### src/rtl/tw_pkg.sv
package tw_pkg;
  localparam int DW          = 16;
  localparam int BYTE_W      = 8;
  localparam int NSLOT       = 16;
  localparam int CORE_WORDS  = 12;
  localparam int DATA_WORD0  = 32;  // first data port word, offset 0x80
  localparam int DATA_WORDS  = 4;

  typedef enum logic [3:0] {
    S_CLKDIV, S_CTRL, S_SLV_CTRL, S_SLV_STAT, S_SLV_ADDR, S_MST_CTRL,
    S_MST_STAT, S_MST_ADDR, S_INT_STAT, S_INT_MASK, S_FIFO_CTRL, S_FIFO_STAT,
    S_TX8, S_TX16, S_RX8, S_RX16
  } slot_e;

  typedef enum logic [1:0] {
    ERR_NONE = 2'd0,
    ERR_SIZE = 2'd1,
    ERR_MAP  = 2'd2
  } err_e;

  // lost-arb 1, addr-nak 2, data-nak 3, rd-buf 4, wr-buf 5
  localparam logic [DW-1:0] MST_ERR_MASK = 16'h003E;

  function automatic bit slot_is_rw(int i);
    return i == int'(S_CLKDIV)   || i == int'(S_CTRL)     ||
           i == int'(S_SLV_CTRL) || i == int'(S_SLV_ADDR) ||
           i == int'(S_MST_CTRL) || i == int'(S_MST_ADDR) ||
           i == int'(S_INT_MASK) || i == int'(S_FIFO_CTRL);
  endfunction
endpackage

### src/rtl/tw_decode.sv
module tw_decode
  import tw_pkg::*;
#(
  parameter int          AW        = 32,
  parameter logic [AW-1:0] BASE_ADDR = '0,
  parameter int          ACC_BYTES = 2
) (
  input  logic [AW-1:0]    addr_i,
  input  logic [2:0]       size_i,
  input  logic             rd_i,
  input  logic             wr_i,
  output logic [NSLOT-1:0] sel_o,
  output err_e             err_o
);
  localparam int WW = AW - 2;

  logic [AW-1:0] off;
  logic [WW-1:0] word;
  logic [WW-1:0] dword;
  logic          hit;
  logic [3:0]    idx;
  logic          access;

  assign off    = addr_i - BASE_ADDR;
  assign word   = off[AW-1:2];
  assign dword  = word - WW'(DATA_WORD0);
  assign access = rd_i | wr_i;

  always_comb begin
    hit = 1'b0;
    idx = '0;
    if (off[1:0] == 2'b00) begin
      if (word < WW'(CORE_WORDS)) begin
        hit = 1'b1;
        idx = 4'(word);
      end else if (word >= WW'(DATA_WORD0) &&
                   word < WW'(DATA_WORD0 + DATA_WORDS)) begin
        hit = 1'b1;
        idx = 4'(dword) + 4'(CORE_WORDS);
      end
    end
  end

  // size check outranks map check
  always_comb begin
    err_o = ERR_NONE;
    sel_o = '0;
    if (access) begin
      if (size_i != 3'(ACC_BYTES)) err_o = ERR_SIZE;
      else if (!hit)               err_o = ERR_MAP;
      else                         sel_o = NSLOT'(1) << idx;
    end
  end
endmodule

### src/rtl/tw_stat_reg.sv
module tw_stat_reg #(
  parameter int             W      = 16,
  parameter logic [W-1:0]   STICKY = '1,
  parameter logic [W-1:0]   CLR    = '1
) (
  input  logic         clk_i,
  input  logic         rst_ni,
  input  logic [W-1:0] in_i,
  input  logic         clr_en_i,
  input  logic [W-1:0] clr_i,
  output logic [W-1:0] q_o
);
  for (genvar b = 0; b < W; b++) begin : g_bit
    if (STICKY[b]) begin : g_sticky
      logic clr_b;
      assign clr_b = clr_en_i & clr_i[b] & CLR[b];
      // set beats clear
      always_ff @(posedge clk_i or negedge rst_ni) begin
        if (!rst_ni) q_o[b] <= 1'b0;
        else         q_o[b] <= (q_o[b] & ~clr_b) | in_i[b];
      end
    end else begin : g_level
      always_ff @(posedge clk_i or negedge rst_ni) begin
        if (!rst_ni) q_o[b] <= 1'b0;
        else         q_o[b] <= in_i[b];
      end
    end
  end
endmodule

### src/rtl/tw_rdmux.sv
module tw_rdmux
  import tw_pkg::*;
(
  input  logic [NSLOT-1:0][DW-1:0] slot_i,
  input  logic [NSLOT-1:0]         sel_i,
  input  logic                     rd_i,
  output logic [DW-1:0]            rdata_o
);
  always_comb begin
    rdata_o = '0;
    for (int i = 0; i < NSLOT; i++) begin
      if (rd_i && sel_i[i]) rdata_o = rdata_o | slot_i[i];
    end
  end
endmodule

### src/rtl/tw_reg_bank.sv
module tw_reg_bank
  import tw_pkg::*;
#(
  parameter int              AW        = 32,
  parameter logic [AW-1:0]   BASE_ADDR = 32'h0000_1000
) (
  input  logic          clk_i,
  input  logic          rst_ni,
  input  logic [AW-1:0] addr_i,
  input  logic [2:0]    size_i,
  input  logic          rd_i,
  input  logic          wr_i,
  input  logic [DW-1:0] wdata_i,
  output logic [DW-1:0] rdata_o,
  output logic [1:0]    err_o,
  input  logic [DW-1:0] int_set_i,
  input  logic [DW-1:0] mst_stat_i,
  input  logic [DW-1:0] slv_stat_i,
  input  logic [DW-1:0] fifo_stat_i,
  input  logic          rx_load_i,
  input  logic [DW-1:0] rx_data_i,
  output logic [DW-1:0] tx_data_o,
  output logic          irq_o,
  output logic [DW-1:0] clk_div_o,
  output logic [DW-1:0] ctrl_o,
  output logic [DW-1:0] slv_ctrl_o,
  output logic [DW-1:0] slv_addr_o,
  output logic [DW-1:0] mst_ctrl_o,
  output logic [DW-1:0] mst_addr_o,
  output logic [DW-1:0] fifo_ctrl_o
);
  logic [NSLOT-1:0]         sel;
  err_e                     err;
  logic [NSLOT-1:0][DW-1:0] rd_slot;
  logic [DW-1:0]            int_q, mst_q, slv_q, fifo_q;
  logic [DW-1:0]            tx_q, rx_q;

  tw_decode #(.AW(AW), .BASE_ADDR(BASE_ADDR), .ACC_BYTES(2)) u_dec (
    .addr_i(addr_i), .size_i(size_i), .rd_i(rd_i), .wr_i(wr_i),
    .sel_o(sel), .err_o(err)
  );
  assign err_o = err;

  for (genvar i = 0; i < NSLOT; i++) begin : g_slot
    if (slot_is_rw(i)) begin : g_rw
      logic [DW-1:0] q;
      always_ff @(posedge clk_i or negedge rst_ni) begin
        if (!rst_ni)            q <= '0;
        else if (wr_i && sel[i]) q <= wdata_i;
      end
      assign rd_slot[i] = q;
    end else if (i == int'(S_SLV_STAT)) begin : g_slv
      assign rd_slot[i] = slv_q;
    end else if (i == int'(S_MST_STAT)) begin : g_mst
      assign rd_slot[i] = mst_q;
    end else if (i == int'(S_INT_STAT)) begin : g_int
      assign rd_slot[i] = int_q;
    end else if (i == int'(S_FIFO_STAT)) begin : g_fifo
      assign rd_slot[i] = fifo_q;
    end else if (i == int'(S_RX8) || i == int'(S_RX16)) begin : g_rx
      assign rd_slot[i] = rx_q;
    end else begin : g_tx
      assign rd_slot[i] = '0;  // transmit ports are write-only
    end
  end

  tw_stat_reg #(.W(DW), .STICKY('1), .CLR('1)) u_int (
    .clk_i(clk_i), .rst_ni(rst_ni), .in_i(int_set_i),
    .clr_en_i(wr_i & sel[S_INT_STAT]), .clr_i(wdata_i), .q_o(int_q)
  );

  tw_stat_reg #(.W(DW), .STICKY(MST_ERR_MASK), .CLR(MST_ERR_MASK)) u_mst (
    .clk_i(clk_i), .rst_ni(rst_ni), .in_i(mst_stat_i),
    .clr_en_i(wr_i & sel[S_MST_STAT]), .clr_i(wdata_i), .q_o(mst_q)
  );

  tw_stat_reg #(.W(DW), .STICKY('0), .CLR('0)) u_slv (
    .clk_i(clk_i), .rst_ni(rst_ni), .in_i(slv_stat_i),
    .clr_en_i(1'b0), .clr_i('0), .q_o(slv_q)
  );

  tw_stat_reg #(.W(DW), .STICKY('0), .CLR('0)) u_fifo (
    .clk_i(clk_i), .rst_ni(rst_ni), .in_i(fifo_stat_i),
    .clr_en_i(1'b0), .clr_i('0), .q_o(fifo_q)
  );

  always_ff @(posedge clk_i or negedge rst_ni) begin
    if (!rst_ni)              tx_q <= '0;
    else if (wr_i && sel[S_TX8])  tx_q <= {{(DW-BYTE_W){1'b0}}, wdata_i[BYTE_W-1:0]};
    else if (wr_i && sel[S_TX16]) tx_q <= wdata_i;
  end

  always_ff @(posedge clk_i or negedge rst_ni) begin
    if (!rst_ni)        rx_q <= '0;
    else if (rx_load_i) rx_q <= rx_data_i;
  end

  tw_rdmux u_mux (.slot_i(rd_slot), .sel_i(sel), .rd_i(rd_i), .rdata_o(rdata_o));

  assign irq_o       = |(int_q & rd_slot[S_INT_MASK]);
  assign tx_data_o   = tx_q;
  assign clk_div_o   = rd_slot[S_CLKDIV];
  assign ctrl_o      = rd_slot[S_CTRL];
  assign slv_ctrl_o  = rd_slot[S_SLV_CTRL];
  assign slv_addr_o  = rd_slot[S_SLV_ADDR];
  assign mst_ctrl_o  = rd_slot[S_MST_CTRL];
  assign mst_addr_o  = rd_slot[S_MST_ADDR];
  assign fifo_ctrl_o = rd_slot[S_FIFO_CTRL];
endmodule

### config.mk
export PLATFORM = sky130hd
export DESIGN_NAME = tw_reg_bank
export DESIGN_NICKNAME = d
export VERILOG_FILES = /design/src/rtl/tw_pkg.sv /design/src/rtl/tw_decode.sv /design/src/rtl/tw_stat_reg.sv /design/src/rtl/tw_rdmux.sv /design/src/rtl/tw_reg_bank.sv
export SDC_FILE = /design/constraint.sdc
export NUM_CORES = 1
export LEC_CHECK = 0
export ABC_AREA = 1
export BUFFER_PORTS_ARGS = -buffer_cell sky130_fd_sc_hd__clkbuf_2
export CAP_MARGIN = 20
export CORE_UTILIZATION = 48
export CTS_CLUSTER_SIZE = 28
export DETAILED_ROUTE_END_ITERATION = 16
export PLACE_DENSITY = 0.86
export SLEW_MARGIN = 15
export SYNTH_ARGS = -nofsm -noshare
export SYNTH_HDL_FRONTEND = slang
export SYNTH_SLANG_ARGS = --single-unit
### constraint.sdc
create_clock -name clk_i -period 1.86 [get_ports clk_i]
set_input_delay 0.093 -clock clk_i [delete_from_list [all_inputs] [get_ports clk_i]]
set_output_delay 0.093 -clock clk_i [all_outputs]
set_load 0.01 [all_outputs]
==> results of run 1 <==
-- kinds of logic after synthesis --
family	count (synthesis)
and+or+nand+nor	691
buffers and inverters	150
AOI/OAI and AO/OA	174
adders and majority gates	2
muxes	16
DFF	224
-- layer usage --
metal  GRT usage, %  vias to the layer above  part of all wire [%]
li1               -                     5089                     -
met1           45.6                     5452                    37
met2           55.0                      786                    47
met3           6.84                      162                   9.8
met4           22.1                        0                   6.5
met5              0                        -                     0
-- layout make-up --
cell class                      count  area [um^2]
Inverter                           70          278
Sequential cell                   224         5610
Multi-Input combinational cell    886         5110
Clock inverter                     12          243
Timing Repair Buffer              458         3550
Tap cell                          280          350
Clock buffer                       32          682
Fill cell                        1498         6010
-- where the power goes --
group | leakage, nW | switching, mW | internal (mW)
Clock | 0.442 | 2.06 | 3.55
Sequential | 2.88 | 0.0469 | 4.95
Combinational | 4.56 | 0.525 | 0.363
-- Yosys cell counts (2+ instances only) --
library cell  number  area [um^2]
nand2_1          314         1180
dfrtp_1          224         5610
nand3_1          163          816
o21ai_1          115          576
nand4_1           86          538
nor2_1            82          308
inv_1             64          240
o21ai_0           45          225
buf_2             35          175
clkbuf_1          25         93.8
mux2_2            16          180
nor2_4            14          158
nand2_2           11         68.8
buf_1              8         30.0
buf_4              8         60.1
o31ai_1            8         60.1
inv_2              5         18.8
nor2_2             5         31.3
a22o_1             4         35.0
buf_6              4         45.0
nand3_2            4         40.0
nor3_1             3         15.0
a221oi_1           2         17.5
ha_1               2         25.0
nand3b_1           2         15.0
nand4_2            2         25.0
-- worst paths after layout --
check | end | slack (ns)
hold reg to reg | tx_data_o[5] | 0.49
setup reg to reg | mst_addr_o[1] | 1.03
hold / removal | slv_addr_o[0] | 0.08
max in group asynchronous | ctrl_o[11] | 1.08
min in group asynchronous | u_fifo.q_o[14] | 0.11
setup / recovery | rdata_o[4] | -0.82
-- flip-flops by register name (all words and copies together) (netlist names) --
name,count
clk_div_o,16
ctrl_o,16
fifo_ctrl_o,16
g_slot.g_rw.q,16
mst_addr_o,16
mst_ctrl_o,16
rx_q,16
slv_addr_o,16
slv_ctrl_o,16
tx_data_o,16
u_fifo.q_o,16
u_int.q_o,16
u_mst.q_o,16
u_slv.q_o,16
-- through the flow --
stage          hold slack, ns  setup TNS, ns  cells
2_1_floorplan          -0.203         -19.71   1257
3_3_place_gp           0.0890        -109.31   1812
3_5_place_dp           0.0925        -120.98   1812
4_1_cts                0.0649         -26.56   1949
5_1_grt                0.0983         -65.65   1962
6_report               0.0813         -36.00   1962
-- tightest hold or removal path, delay by kind of cell --
kind,cells,cell delay [ns]
compound gates,1,0.19
buf+inv,2,0.27
-- timing repair --
item                       4_1_cts  5_1_grt
setup endpoints to repair      181      181
hold buffers                    81        0
pin swaps                       27       33
cloned                           7        2
buffers inserted                 7       12
hold endpoints to repair       286        0
gates resized for setup        115      122
==> out/qor.yml, run 1 <==
clock_network:
  cts_htree_levels: 1
  cts-root-buf: "clkbuf_16"
  clock-sinks: 224
  cts_inserted_buffers: 24
  ctsLongestPathBuffers: 3
  clk_pin_slew_worst_paths_ns: 0.07
  cts_tree: "built"
  insertion_delay_ns: 0.52
sta:
  period_needed_ns: 2.68
  setup-violations-final: 181
  final_hold_viol_count: 0
  fmax_mhz: 374
  relSlewSlack_pct: 50.1
  fin_crit_sh_pct: 144
  rsz0062_at_grt: "yes"
  skew_ns: 0
  final.setup.worst_slack_ns: -0.817
  slew_viol_final: 0
  tightest_slew_ns: 0.749
place:
  pre_cts_ws_ns: -0.922
  io_buffers: 282
  postPlaceCellArea_mm2: 0.0130
  dp_hpwl_mm: 26.0
  place.gp.congestion: 0.899
global_routing:
  overflow: 0
  grt_usage_pct: 35.4
  grt_pass1_wl_mm: 60.6
  grt_max_degree: 162
  grt_pass1_vias: 11100
  antenna_found_initial: 0
logic_synthesis:
  muxShareOfSynthArea_pct: 1.69
  synth_area_per_cell_um2: 8.48
  yosys_most_used_dff: "dfrtp_1"
  netlist_instances: 1257
  synth_edf_count: 0
  synth_cell_type_count: 32
  synth_top_family_by_area: "simple AND/OR/NAND/NOR gates"
  synth_xor_area_share_pct: 0
  yosys_warnings: 0
  async_flop_share_pct: 100
  yosys.area_share.adder_pct: 0.235
  synth_compound_area_share_pct: 8.57
  syn_area_mm2: 0.0107
  synth_seq_cells: 224
  synth_fp_nets: 1395
  seq_area_frac_synth_pct: 52.6
  yosys.area_share.simple_pct: 30.6
status:
  status: "complete, but fails checks"
  violations: "setup timing"
setup_path:
  cp.depth: 19
  rr_worst_depth: 2
  crit_path_end_kind: "output pin"
  crit_type: "in2out"
  slowest_stage: "nor3_4"
  r2r_start: "mst_addr_o[1]"
  crit_buf_inv: 5
  critical_path_required_ns: 1.77
  start_kind: "primary input"
  cp_cell_sequence: "buf_2 -> nor2_4 -> nand3_2 -> nor2_2 -> nand2_2 -> nor2_4 -> nand3_4 -> nor3_4 -> buf_4 -> nand4_4 -> nand2_4 -> nor2_4 -> buf_12 -> buf_6 -> nand4_1 -> nand2_1 -> nor2_2 -> nand3_2 -> buf_2"
  worstPathArrival_ns: 2.58
  crit_start: "addr_i[18]"
  crit_top_cell: "nor2_4"
  cpLargestDelayFamily: "simple AND/OR/NAND/NOR gates"
  path_max_fanout: 8
  cp_slowest_stage_delay_ns: 0.24
power_and_ir_drop:
  peakVddDrop_v: 0.000642
  power_mw: 11.5
  p_per_area_mw_per_mm2: 727
  power.leakage_nw: 7.89
final_layout:
  area_growth_pct: 48.4
  drive_above_1_share_pct: 36.9
  final_cell_mix: "clkbuf_2, nand2_1, dfrtp_1, nand3_1, o21ai_1"
  fin_area_mm2: 0.0158
  antennaDiodeCount: 0
  finish.utilization_pct: 72.4
  final_common_cell: "clkbuf_2"
  fin_nets: 1802
floorplan:
  die-area_mm2: 0.0228
  die_h_um: 151
  io_pins: 283
  start_util_pct: 48.8
  die_w_um: 151
  rows: 54
  fp.coreArea_mm2: 0.0218
job:
  maxCapViolCount: 0
drt:
  drt_pass1_iterations: 6
  drc: 0
  wire_per_inst_um: 21.0
  ant_nets: 0
  wirelength_mm: 41.2
  via_per_inst: 5.86
  vias: 11500
  drt_iter0_drc: 1150
worst_hold_path:
  hp-class: "in2reg"
  worstHoldStart: "wdata_i[0]"
  min_path_cells: 3
(Power assumes the default switching activity.)
==> run 2, diff against run 1 <==
--- a/config.mk
+++ b/config.mk
@@ -12,7 +12,9 @@
 export CTS_CLUSTER_SIZE = 28
 export DETAILED_ROUTE_END_ITERATION = 16
 export PLACE_DENSITY = 0.86
+export REMOVE_ABC_BUFFERS = 1
 export SLEW_MARGIN = 15
 export SYNTH_ARGS = -nofsm -noshare
 export SYNTH_HDL_FRONTEND = slang
 export SYNTH_SLANG_ARGS = --single-unit
+export TNS_END_PERCENT = 100
==> run 2 against run 1 <==
- the run still ends with setup timing left
- highest routed layer unchanged
- combinational power is 2% higher
- sequential power hardly changed
- routed wire length is 11% higher
- sequential share of layout area is 0.71 points lower
- via count is 6.1% higher
- cell area is 2.0% higher
==> out/qor.yml, run 2 (synthesized netlist as in run 1, its figures left out) <==
final_layout:
  multi_input_area_mm2: 0.00507  # -0.69%
  final_cell_mix: "nand2_1, clkbuf_2, dfrtp_1, nand3_1, o21ai_1"
  drive_above_1_share_pct: 37.4  # +0.54 points
  final_common_cell: "nand2_1"
  fin_nets: 1840  # +2.1%
  area_growth_pct: 51.4
  seq_area_mm2: 0.00561  # unchanged
  fill_cells: 1359  # -9.3%
status:
  status: "complete, but fails checks"
  violations: "setup timing"
setup_path:
  rr_worst_depth: 1  # -1
  critical_path_required_ns: 1.77  # about the same
  worstPathArrival_ns: 2.73  # +0.15 ns
  timing.rr.end: "rx_q[14]"
  crit_type: "in2out"
  start_kind: "primary input"
  crit_path_end_kind: "output pin"
  r2r_start: "rx_q[14]"
  path_max_fanout: 5  # -3
  r2r_setup_slack_ns: 1.00  # -0.03 ns
drt:
  wirelength_mm: 45.8  # +11%
  wl_met2_mm: 20.6  # +7.1%
  vias: 12200  # +6.1%
  drt_pass1_iterations: 8  # +2
  via_per_inst: 6.09  # +4.1%
  top_layer: "met4"
  m1WireLength_mm: 15.8  # +3.9%
  wire_per_inst_um: 22.9  # +9.1%
  drc: 0  # unchanged
  routed-wl-met3_mm: 6.15  # +52%
  drt_iter0_drc: 1605  # +40%
  ant_nets: 0  # unchanged
worst_hold_path:
  worstHoldStart: "wdata_i[8]"
  min_to: "mst_ctrl_o[8]"
  hp-class: "in2reg"
  min_path_cells: 3  # unchanged
floorplan:
  rows: 54  # unchanged
  die_h_um: 151  # unchanged
  start_util_pct: 48.8  # unchanged
  io_pins: 283  # unchanged
  fp.coreArea_mm2: 0.0218  # unchanged
  die_w_um: 151  # unchanged
  die-area_mm2: 0.0228  # unchanged
global_routing:
  grt_usage_pct: 37.7  # +2.3 points
  grt_pass1_wl_mm: 64.0  # +5.7%
  grt_max_degree: 92  # -43%
  antenna_found_initial: 2  # +2
  overflow: 0  # unchanged
  grt_pass1_vias: 11400  # +3.5%
clock_network:
  cts-root-buf: "clkbuf_16"
  cts_htree_levels: 1  # unchanged
  cts_tree: "built"
  insertion_delay_ns: 0.51  # about the same
  cts_inserted_buffers: 24  # unchanged
  clk_pin_slew_worst_paths_ns: 0.06  # about the same
  ctsLongestPathBuffers: 3  # unchanged
  clock-sinks: 224  # unchanged
sta:
  slew_viol_final: 0  # unchanged
  period_needed_ns: 2.82  # +0.144 ns
  setup-violations-final: 182  # +0.55%
  fin_crit_sh_pct: 152  # +7.7 points
  relSlewSlack_pct: 52.1  # +2.0 points
  tightest_slew_ns: 0.719  # -0.0300 ns
  skew_ns: 0  # unchanged
  final.setup.worst_slack_ns: -0.961  # -0.144 ns
  fin_hold_ws_ns: 0.0228  # -0.0585 ns
  final_hold_viol_count: 0  # unchanged
  finalSetupTns_ns: -67.92  # -31.93 ns
  fmax_mhz: 355  # -5.1%
  rsz0062_at_grt: "yes"
place:
  io_buffers: 282  # unchanged
  pre_cts_ws_ns: -1.08  # -0.160 ns
  dp_hpwl_mm: 26.7  # +2.7%
  place.gp.congestion: 0.945  # +5.2%
power_and_ir_drop:
  power.leakage_nw: 8.02  # +1.6%
  power_mw: 10.9  # -5.2%
  peakVddDrop_v: 0.000639  # -0.46%
  p_per_area_mw_per_mm2: 675  # -7.1%
job:
  maxCapViolCount: 0  # unchanged
run 2: cell count changes in the layout (fill, tap and decap cells not counted), moves of 10 or more:
| cell | before | now |
|---|---|---|
| nand2_1 | 260 | 270 |
| o21ai_1 | 130 | 120 |
| buf_4 | 51 | 65 |
| buf_6 | 16 | 35 |
| nor2_1 | 41 | 54 |
run 2: stage by stage:
stage	cell area [um^2]	cells	util, %
finish	16100	2000	73.9
floorplan	10300	1177	-
detailed placement	13100	1832	59.9
global placement	13100	1832	59.9
global route	16100	1999	73.9
CTS	15400	1988	70.7
run 2: metal layers:
layer | global-route usage [%] | vias up
met3 | 12.6 | 300
met5 | 0 | -
met2 | 59.2 | 998
li1 | - | 5160
met4 | 20.2 | 0
met1 | 45.8 | 5728
run 2: layout make-up:
| type | count | area share (%) |
|---|---|---|
| Antenna cell | 1 | 0.0155 |
| Clock buffer | 34 | 4.46 |
| Clock inverter | 9 | 0.613 |
| Inverter | 70 | 1.74 |
| Multi-Input combinational cell | 883 | 31.4 |
| Sequential cell | 224 | 34.7 |
| Tap cell | 280 | 2.17 |
| Timing Repair Buffer | 499 | 24.8 |
run 2: repair_timing:
item / 4_1_cts / 5_1_grt
setup endpoints to repair: 182 / 183
pin swaps: 36 / 74
hold buffers: 83 / 0
endpoints found under the hold margin: 315 / 0
cloned: 10 / 1
resized for setup: 96 / 189
setup buffers: 20 / 14
run 2: worst max path at each step:
stage,from,endpoint,cells after the start
after floorplan,addr_i[13],mst_addr_o[0],16
after global placement,addr_i[15],rdata_o[12],19
after detailed placement,addr_i[13],rdata_o[12],19
after CTS,addr_i[16],rdata_o[0],22
after global routing,addr_i[12],rdata_o[2],23
final,addr_i[15],rdata_o[2],20
run 2: critical path: stages:
cell     delay [ns]
buf_8          0.11
nor2_4         0.15
nand2_4        0.10
nor2_4         0.16
nand2_1        0.06
nand2_1        0.11
nand3_2        0.10
nor2_4         0.16
buf_6          0.12
nand4_4        0.14
nor2_4         0.21
nand3_4        0.15
buf_12         0.16
nor2_4         0.20
buf_6          0.21
nand3_1        0.09
nand2_1        0.10
nor2_1         0.04
nand3_1        0.11
buf_2          0.15
run 2: report_power, final:
part	internal (mW)	total (mW)	switching, mW	leakage, nW
registers	4.95	5.01	0.0523	2.88
clock network	2.97	4.99	2.02	0.411
logic	0.387	0.903	0.516	4.72
==> run 3, diff against run 2 <==
--- a/config.mk
+++ b/config.mk
@@ -6,12 +6,12 @@
 export NUM_CORES = 1
 export LEC_CHECK = 0
 export ABC_AREA = 1
-export BUFFER_PORTS_ARGS = -buffer_cell sky130_fd_sc_hd__clkbuf_2
+export BUFFER_PORTS_ARGS = -buffer_cell sky130_fd_sc_hd__buf_2
 export CAP_MARGIN = 20
-export CORE_UTILIZATION = 48
+export CORE_UTILIZATION = 50
 export CTS_CLUSTER_SIZE = 28
 export DETAILED_ROUTE_END_ITERATION = 16
-export PLACE_DENSITY = 0.86
+export PLACE_DENSITY = 0.85
 export REMOVE_ABC_BUFFERS = 1
 export SLEW_MARGIN = 15
 export SYNTH_ARGS = -nofsm -noshare
==> constraint.sdc (replaced) <==
create_clock -name clk_i -period 2.7 [get_ports clk_i]
set_input_delay 0.135 -clock clk_i [delete_from_list [all_inputs] [get_ports clk_i]]
set_output_delay 0.135 -clock clk_i [all_outputs]
set_load 0.01 [all_outputs]
==> run 3 against run 2 <==
- the run still ends with setup timing left
- worst setup slack better by 0.74 ns
- routed wire length is 6.5% lower
- cell count is 1.8% lower
- total power down 31%
- sequential share of layout area increased by 1.8 points
- register-to-register slack improved by 0.84 ns
- clock-buffer cell count grew 2
- global-route usage increased by 0.059 points
- die area is 3.9% lower
- core utilization down 0.81 points
==> out/qor.yml, run 3 (synthesized netlist as in run 1, its figures left out) <==
status:
  status: "complete, but fails checks"
  violations: "setup timing"
clock_network:
  clock-sinks: 224  # unchanged
  cts_htree_levels: 1  # unchanged
  ctsLongestPathBuffers: 3  # unchanged
  cts-root-buf: "clkbuf_16"
  insertion_delay_ns: 0.52  # about the same
  cts_tree: "built"
  clk_pin_slew_worst_paths_ns: 0.06  # about the same
  cts_inserted_buffers: 24  # unchanged
sta:
  period_needed_ns: 2.92
  skew_ns: 0  # unchanged
  final.setup.worst_slack_ns: -0.219  # +0.742 ns
  final_hold_viol_count: 0  # unchanged
  relSlewSlack_pct: 52.1  # +0.059 points
  setup-violations-final: 16  # -91%
  rsz0062_at_grt: "yes"
  fmax_mhz: 343
  tightest_slew_ns: 0.718  # -0.000889 ns
  fin_crit_sh_pct: 108
  slew_viol_final: 0  # unchanged
  finalSetupTns_ns: -2.80  # +65.13 ns
job:
  maxCapViolCount: 0  # unchanged
place:
  io_buffers: 282  # unchanged
  pre_cts_ws_ns: -0.263  # +0.820 ns
  place.gp.congestion: 0.961  # +1.7%
  dp_hpwl_mm: 25.5  # -4.2%
  dp.cells: 1792  # -2.2%
floorplan:
  die_h_um: 148  # -2.0%
  die-area_mm2: 0.0219  # -3.9%
  rows: 53  # -1.9%
  fp.coreArea_mm2: 0.0210  # -4.0%
  start_util_pct: 50.8  # +2.0 points
  die_w_um: 148  # -2.0%
  io_pins: 283  # unchanged
setup_path:
  critical_path_required_ns: 2.57  # +0.80 ns
  path_max_fanout: 7  # +2
  cp_cell_sequence: "buf_2 -> nor2_4 -> nand2_2 -> nor2_2 -> nand2_1 -> nand2_2 -> nand3_4 -> nor3_4 -> buf_6 -> nand4_4 -> buf_6 -> nand3_4 -> buf_4 -> nor2_4 -> buf_12 -> buf_4 -> nand3_2 -> nand2_2 -> nor2_2 -> nand3_1 -> buf_2"
  slowest_stage: "nor3_4"
  timing.rr.end: "ctrl_o[1]"
  crit_path_end_kind: "output pin"
  rr_worst_depth: 2  # +1
  crit_buf_inv: 7  # +2
  r2r_start: "ctrl_o[1]"
  crit_type: "in2out"
  r2r_setup_slack_ns: 1.84  # +0.84 ns
  start_kind: "primary input"
  cp_slowest_stage_delay_ns: 0.31  # +0.10 ns
  worstPathArrival_ns: 2.78  # +0.05 ns
  crit_top_cell: "nand2_2"
  cpLargestDelayFamily: "simple AND/OR/NAND/NOR gates"
final_layout:
  final_cell_mix: "nand2_1, buf_2, dfrtp_1, nand3_1, o21ai_1"
  fin_nets: 1807  # -1.8%
  final_common_cell: "nand2_1"
  layoutNonFillerInstCount: 1963  # -1.8%
  drive_above_1_share_pct: 32.4  # -5.0 points
  fill_cells: 1438  # +5.8%
  area_growth_pct: 43.8
drt:
  wire_per_inst_um: 21.8  # -4.8%
  ant_nets: 0  # unchanged
  drt_iter0_drc: 1211  # -25%
  drc: 0  # unchanged
  wirelength_mm: 42.8  # -6.5%
  drt_pass1_iterations: 7  # -1
  via_per_inst: 6.02  # -1.2%
  vias: 11800  # -3.0%
global_routing:
  overflow: 0  # unchanged
  antenna_found_initial: 1  # -1
  grt_usage_pct: 37.7  # +0.059 points
  grt_pass1_wl_mm: 62.7  # -2.0%
  grt_pass1_vias: 11200  # -2.1%
  grt_max_degree: 162  # +76%
power_and_ir_drop:
  p_per_area_mw_per_mm2: 492  # -27%
  peakVddDrop_v: 0.000615  # -3.7%
  power.leakage_nw: 7.78  # -2.9%
worst_hold_path:
  hp-class: "in2reg"
  min_path_cells: 3  # unchanged
  min_to: "slv_ctrl_o[6]"
  worstHoldStart: "wdata_i[6]"
[run 3: cell count changes in the layout (fill, tap and decap cells not counted), moves of 7 or more]
| cell | previous run | this run |
|---|---|---|
| buf_2 | 9 | 270 |
| clkbuf_2 | 260 | 0 |
| nand2_1 | 270 | 294 |
| o21ai_0 | 23 | 45 |
| nand2_2 | 43 | 25 |
| o21ai_2 | 17 | 0 |
| buf_6 | 35 | 25 |
| nand3_1 | 136 | 145 |
| buf_4 | 65 | 57 |
| nor2_1 | 54 | 62 |
| o31ai_1 | 0 | 8 |
| buf_12 | 33 | 26 |
[run 3: how the worst max path moves through the flow]
stage | from | end | slack, ns | cells past startpoint
floorplan | addr_i[13] | mst_addr_o[0] | -0.41 | 16
global placement | addr_i[13] | rdata_o[7] | -0.16 | 19
detailed placement | addr_i[13] | rdata_o[5] | -0.26 | 19
CTS | addr_i[12] | rdata_o[10] | -0.05 | 22
global route | addr_i[23] | rdata_o[7] | -0.36 | 21
finish | addr_i[20] | rdata_o[4] | -0.22 | 21
[run 3: worst register-to-register path, cell delays in order, from the launching register on]
cell and delay [ns]:
dfrtp_1 0.42, nand2_1 0.08, o21ai_1 0.22
[run 3: through the flow]
step | total power [mW] | instance area (um^2) | util [%] | hold slack, ns
finish | 7.54 | 15300 | 73.1 | 0.0168
global route | 7.71 | 15300 | 73.1 | 0.0409
CTS | 7.47 | 15000 | 71.5 | 0.0100
detailed placement | 3.91 | 12700 | 60.5 | 0.121
global placement | 3.90 | 12700 | 60.5 | 0.121
floorplan | 3.61 | 10300 | - | -0.161
[run 3: repair_timing]
item,CTS,global route
pin swaps,42,58
resized for setup,60,73
hold buffers,81,0
buffers inserted,27,14
hold endpoints to repair,143,0
cloned,5,1
setup endpoints to repair,16,22
[run 3: final cells by class]
class / instances / area, um^2 / share of cell area (%)
Sequential cell: 224 / 5610 / 36.6
Multi-Input combinational cell: 883 / 4710 / 30.8
Timing Repair Buffer: 466 / 3540 / 23.1
Clock buffer: 36 / 727 / 4.74
Tap cell: 275 / 344 / 2.25
Inverter: 70 / 265 / 1.73
Clock inverter: 8 / 119 / 0.776
Antenna cell: 1 / 2.50 / 0.0163
[run 3: routing by layer]
metal,vias up,part of all wire (%),GRT usage [%]
met5,-,0,0
li1,5080,-,-
met3,233,13,8.73
met1,5550,36,48.6
met4,0,5.9,18.4
met2,957,46,60.0
[run 3: power breakdown]
group	total, mW	leakage [nW]	internal [mW]	switching [mW]
Clock	3.51	0.420	2.15	1.36
Sequential	3.45	2.88	3.41	0.0350
Combinational	0.581	4.48	0.245	0.336
Total	7.54	7.78	5.80	1.73
